$ cat src/rtl/prg_pkg.sv
package prg_pkg;
  localparam int RATE_CODE_W = 4;
  localparam int SHIFT_W     = 5;
  // codes 1 and 2 are folded onto slower rates
  localparam logic [SHIFT_W-1:0] ALIAS1_SHIFT = SHIFT_W'(7);
  localparam logic [SHIFT_W-1:0] ALIAS2_SHIFT = SHIFT_W'(8);

  function automatic logic [SHIFT_W-1:0] code_to_shift(input logic [RATE_CODE_W-1:0] code);
    logic [SHIFT_W-1:0] s;
    case (code)
      4'd0:    s = '0;
      4'd1:    s = ALIAS1_SHIFT;
      4'd2:    s = ALIAS2_SHIFT;
      default: s = SHIFT_W'(code) - SHIFT_W'(1);
    endcase
    return s;
  endfunction
endpackage

$ cat src/rtl/prg_rate_decode.sv
module prg_rate_decode
  import prg_pkg::*;
#(
  parameter int CNT_W = 15
) (
  input  logic [RATE_CODE_W-1:0] code_i,
  output logic                   run_o,
  output logic [CNT_W-1:0]       mask_o
);
  logic [SHIFT_W-1:0] shift;

  assign shift = code_to_shift(code_i);
  assign run_o = (code_i != '0);

  for (genvar i = 0; i < CNT_W; i++) begin : g_mask
    assign mask_o[i] = (shift > SHIFT_W'(i));
  end
endmodule

$ cat src/rtl/prg_timebase.sv
module prg_timebase #(
  parameter int CNT_W = 15
) (
  input  logic             clk_i,
  input  logic             rst_ni,
  input  logic             adv_i,
  output logic [CNT_W-1:0] cnt_nxt_o
);
  logic [CNT_W-1:0] cnt_q;

  assign cnt_nxt_o = cnt_q + CNT_W'(1);

  always_ff @(posedge clk_i or negedge rst_ni) begin
    if (!rst_ni)    cnt_q <= '0;
    else if (adv_i) cnt_q <= cnt_nxt_o;
  end

  assert_hold_without_tick_R2: assert property (@(posedge clk_i) disable iff (!rst_ni)
    !adv_i |=> $stable(cnt_q));
endmodule

$ cat src/rtl/prg_pulse_out.sv
module prg_pulse_out (
  input  logic clk_i,
  input  logic rst_ni,
  input  logic fire_i,
  input  logic pie_en_i,
  input  logic sqw_en_i,
  output logic flag_set_o,
  output logic irq_o,
  output logic sqw_pulse_o
);
  always_ff @(posedge clk_i or negedge rst_ni) begin
    if (!rst_ni) begin
      flag_set_o  <= 1'b0;
      irq_o       <= 1'b0;
      sqw_pulse_o <= 1'b0;
    end else begin
      flag_set_o  <= fire_i & pie_en_i;
      irq_o       <= fire_i & pie_en_i;
      sqw_pulse_o <= fire_i & sqw_en_i;
    end
  end
endmodule

$ cat src/rtl/periodic_rate_gen.sv
module periodic_rate_gen
  import prg_pkg::*;
#(
  parameter int CNT_W = 15
) (
  input  logic                   clk_i,
  input  logic                   rst_ni,
  input  logic                   tick32k_i,
  input  logic [RATE_CODE_W-1:0] rate_code_i,
  input  logic                   pie_en_i,
  input  logic                   sqw_en_i,
  output logic                   flag_set_o,
  output logic                   irq_o,
  output logic                   sqw_pulse_o
);
  localparam int MAX_SHIFT = (1 << RATE_CODE_W) - 2;

  logic             run;
  logic [CNT_W-1:0] mask;
  logic [CNT_W-1:0] cnt_nxt;
  logic             fire;

  prg_rate_decode #(.CNT_W(CNT_W)) u_dec (
    .code_i (rate_code_i),
    .run_o  (run),
    .mask_o (mask)
  );

  prg_timebase #(.CNT_W(CNT_W)) u_tb (
    .clk_i     (clk_i),
    .rst_ni    (rst_ni),
    .adv_i     (tick32k_i),
    .cnt_nxt_o (cnt_nxt)
  );

  // boundary reached on this advance
  assign fire = tick32k_i & run & (pie_en_i | sqw_en_i) & ((cnt_nxt & mask) == '0);

  prg_pulse_out u_out (
    .clk_i       (clk_i),
    .rst_ni      (rst_ni),
    .fire_i      (fire),
    .pie_en_i    (pie_en_i),
    .sqw_en_i    (sqw_en_i),
    .flag_set_o  (flag_set_o),
    .irq_o       (irq_o),
    .sqw_pulse_o (sqw_pulse_o)
  );

  initial assert (CNT_W > MAX_SHIFT) else $error("CNT_W too small for slowest rate");

  assert_pulse_needs_tick_R2: assert property (@(posedge clk_i) disable iff (!rst_ni)
    (flag_set_o || sqw_pulse_o) |-> $past(tick32k_i));
  assert_code0_silent_R5: assert property (@(posedge clk_i) disable iff (!rst_ni)
    (flag_set_o || sqw_pulse_o) |-> ($past(rate_code_i) != '0));
  assert_irq_needs_pie_R7: assert property (@(posedge clk_i) disable iff (!rst_ni)
    (irq_o || flag_set_o) |-> $past(pie_en_i));
  assert_irq_with_flag_R7: assert property (@(posedge clk_i) disable iff (!rst_ni)
    irq_o |-> flag_set_o);
  assert_sqw_needs_en_R8: assert property (@(posedge clk_i) disable iff (!rst_ni)
    sqw_pulse_o |-> $past(sqw_en_i));
  assert_sqw_single_R8: assert property (@(posedge clk_i) disable iff (!rst_ni)
    sqw_pulse_o |=> !sqw_pulse_o);
endmodule

$ cat config.mk
export PLATFORM = sky130hd
export DESIGN_NAME = periodic_rate_gen
export DESIGN_NICKNAME = d
export VERILOG_FILES = /design/src/rtl/prg_pkg.sv /design/src/rtl/prg_rate_decode.sv /design/src/rtl/prg_timebase.sv /design/src/rtl/prg_pulse_out.sv /design/src/rtl/periodic_rate_gen.sv
export SDC_FILE = /design/constraint.sdc
export NUM_CORES = 1
export LEC_CHECK = 0
export CAP_MARGIN = 20
export CORE_MARGIN = 3
export CORE_UTILIZATION = 56
export DETAILED_ROUTE_END_ITERATION = 8
export PLACE_DENSITY = 0.84
export SYNTH_ARGS = -nofsm -noshare
export SYNTH_HDL_FRONTEND = slang
export SYNTH_HIERARCHICAL = 1
export SYNTH_SLANG_ARGS = --single-unit
$ cat constraint.sdc
create_clock -name clk_i -period 2.51 [get_ports clk_i]
set_input_delay 0.502 -clock clk_i [delete_from_list [all_inputs] [get_ports clk_i]]
set_output_delay 0.502 -clock clk_i [all_outputs]
set_load 0.005 [all_outputs]
==> reports/metrics.cfg <==
[floorplanning]
die_w_um=57.7
die_h_um=57.7
rows=18
fp.dieArea_um2=3330
pin_count=12
initial_core_util_pct=60.0
coreArea_um2=2500

[place]
dp.cells=222
port_buffers=11
place_hpwl_um=2690
dp_slack_ps=-648
place.gp.congestion=0.881

[timing]
hold_viol=0
worstMarginPinSlew_ps=747
final.min_clock_period_ps=2650
max_freq_mhz=377
fin_ws_ps=-141
setup_viol=2
final.setup.tns_ps=-258
slew_viol_final=0
relSlewSlack_pct=50.1
skew_ps=2.62
fin_crit_sh_pct=106

[final_layout]
diodes=0
final_cells=232
fill_cells=165
final_util_pct=76.8
num-nets-final=218
layout-drive-gt1-share_pct=32.2
syn_to_final_growth_pct=28.1
layout_common_cells=28 x buf_4, 17 x dfrtp_1, 14 x xor2_1
final_common_cell=buf_4

[global_route]
antenna_found_initial=0
grt_usage_pct=22.4
grt_first_pass_wirelength_um=5890
grt_pass1_vias=1286
grt_max_degree=18
grt_overflow=0

[clock_tree]
cts-htree-levels=1
clock_path_buffers=2
clk_root_buffer_cell=clkbuf_4
cts_sinks=17
cts_tree=done
numCtsBuffers=3
clk_latency_ps=290
hold_buffers=0
clkSlewWorstSetupHoldPaths_ps=90

[logic_synthesis]
synth_top_area_cell=dfrtp_1
ys_types=46
synth_top_flop_cell=dfrtp_1
async_flop_share_pct=100
synth_cells=168
syn_nets=183
ys_ff_latch=17
synth_edf_count=0
syn_area_um2=1500
synth.yosys.seq_area_share_pct=28.4
syn_avg_cell_area_um2=8.92
synth_warnings=6
yosys.area.top_type_share_pct=28.4
synth.area.top_cells=dfrtp_1 28%, xnor2_1 8.2%, xor2_1 8.2%, ha_1 5.0%, nand4_1 3.8%

[worst_setup_path]
crit_chain=buf_2 > inv_4 > ha_4 > buf_6 > nand2_2 > a211o_1 > o21bai_4 > a21oi_2 > a22o_1 > a221oi_2 > nand3_1 > a2111oi_2 > and2_1
cp_slowest_cell=a2111oi_2
cp_num_buf_inv=3
path_max_fanout=4
critPathRequiredTime_ps=2730
worst_path_largest_cell_delay_ps=390
r2r_setup_slack_ps=10
endpoint_kind=flop
cp-start-kind=input port
crit_arrival_ps=2880
worstSetupPathType=input port to flop
cp_top_family=compound AO/OA/AOI/OAI gates

[job]
cap_violations=0

[drt]
drt_wl_total_um=4070
ant_nets=0
drcViolationCount=0
dr.first_iter.drc_count=178
wl_per_cell_um=17.5
dr.pass1.iters=4
avgViaCountPerCell=6.30
num_vias=1461

[min_path]
min_path_type=flop to flop

[power]
power.density_nw_per_um2=596
max-vdd-ir-drop_uv=612
design_power_total_mw=1.14
p_leak_nw=0.856

[status]
failed_checks=negative setup slack
status=finished, violations left

metrics by stage:
step	hold slack (ps)	area, um^2
finish	503	1920
global route	532	1920
CTS	500	1820
detailed placement	483	1760
global placement	481	1760
floorplan	206	1500
worst paths after layout:
kind | to | from | cells after the start
setup / recovery | u_out/sqw_pulse_o | rate_code_i[0] | 13
hold / removal | u_tb/cnt_q[14] | u_tb/cnt_q[14] | 1
min in group asynchronous | u_tb/cnt_q[12] | rst_ni | 1
hold reg to reg | u_tb/cnt_q[14] | u_tb/cnt_q[14] | 1
setup reg to reg | u_out/sqw_pulse_o | u_tb/cnt_q[0] | 9
max in group asynchronous | u_tb/cnt_q[9] | rst_ni | 1
flip-flops by register name, indices dropped and copies added (netlist names):
register	count
u_tb/cnt_q	15
u_out/flag_set_o	1
u_out/sqw_pulse_o	1
area by class of cell:
cell class	count	area (um^2)	area share [%]
clock buffers	4	26.3	1.37
inverters	6	27.5	1.43
multi-input cells	135	1080	56.4
flip-flops and latches	17	425	22.1
well taps	30	37.5	1.95
repair buffers	40	322	16.7
what timing repair did:
item | in CTS | in global routing
buffers inserted | 0 | 6
pin swaps | 1 | 12
setup endpoints to repair | 2 | 2
gates resized for setup | 11 | 23
cells by family after synthesis:
group	Yosys count	share of synthesized area, %
AND/OR/NAND/NOR	69	26.8
AO/OA/AOI/OAI	31	17.4
XOR/XNOR	28	16.4
flip-flops	17	28.4
buffers and inverters	16	5.34
adder cells (fa/ha/maj)	6	5.01
multiplexers	1	0.751
worst register-to-register path: stages (launching register included):
cell and delay, ps:
dfrtp_1 450, ha_1 200, and4_2 340, nand2_1 90
xnor2_1 130, a22o_1 250, a221oi_2 220, nand3_1 180
a2111oi_2 390, and2_1 190
power breakdown:
part	internal [mW]	total (mW)	switching, mW
Clock	0.0618	0.141	0.0796
Combinational	0.279	0.567	0.288
Sequential	0.332	0.435	0.104
Yosys cell counts, types with 4 or more instances:
cell type	n
nand2_1	13
nand4_1	9
xnor2_1	14
nor4_1	4
o21a_1	4
nor2_1	13
xor2_1	14
and2_1	4
buf_2	7
ha_1	6
nor3_1	5
inv_1	6
nand3_1	8
dfrtp_1	17
layer usage:
| metal | routed length, um | part of all wire [%] | vias to the layer above | track usage (%) |
|---|---|---|---|---|
| met5 | 0 | 0 | - | 0 |
| met4 | 100 | 2.5 | 0 | 7.28 |
| met3 | 284 | 7.0 | 14 | 3.56 |
| met2 | 1980 | 49 | 79 | 36.3 |
| met1 | 1700 | 42 | 697 | 30.7 |
| li1 | - | - | 671 | - |
Power figures use the tool's default switching activity.
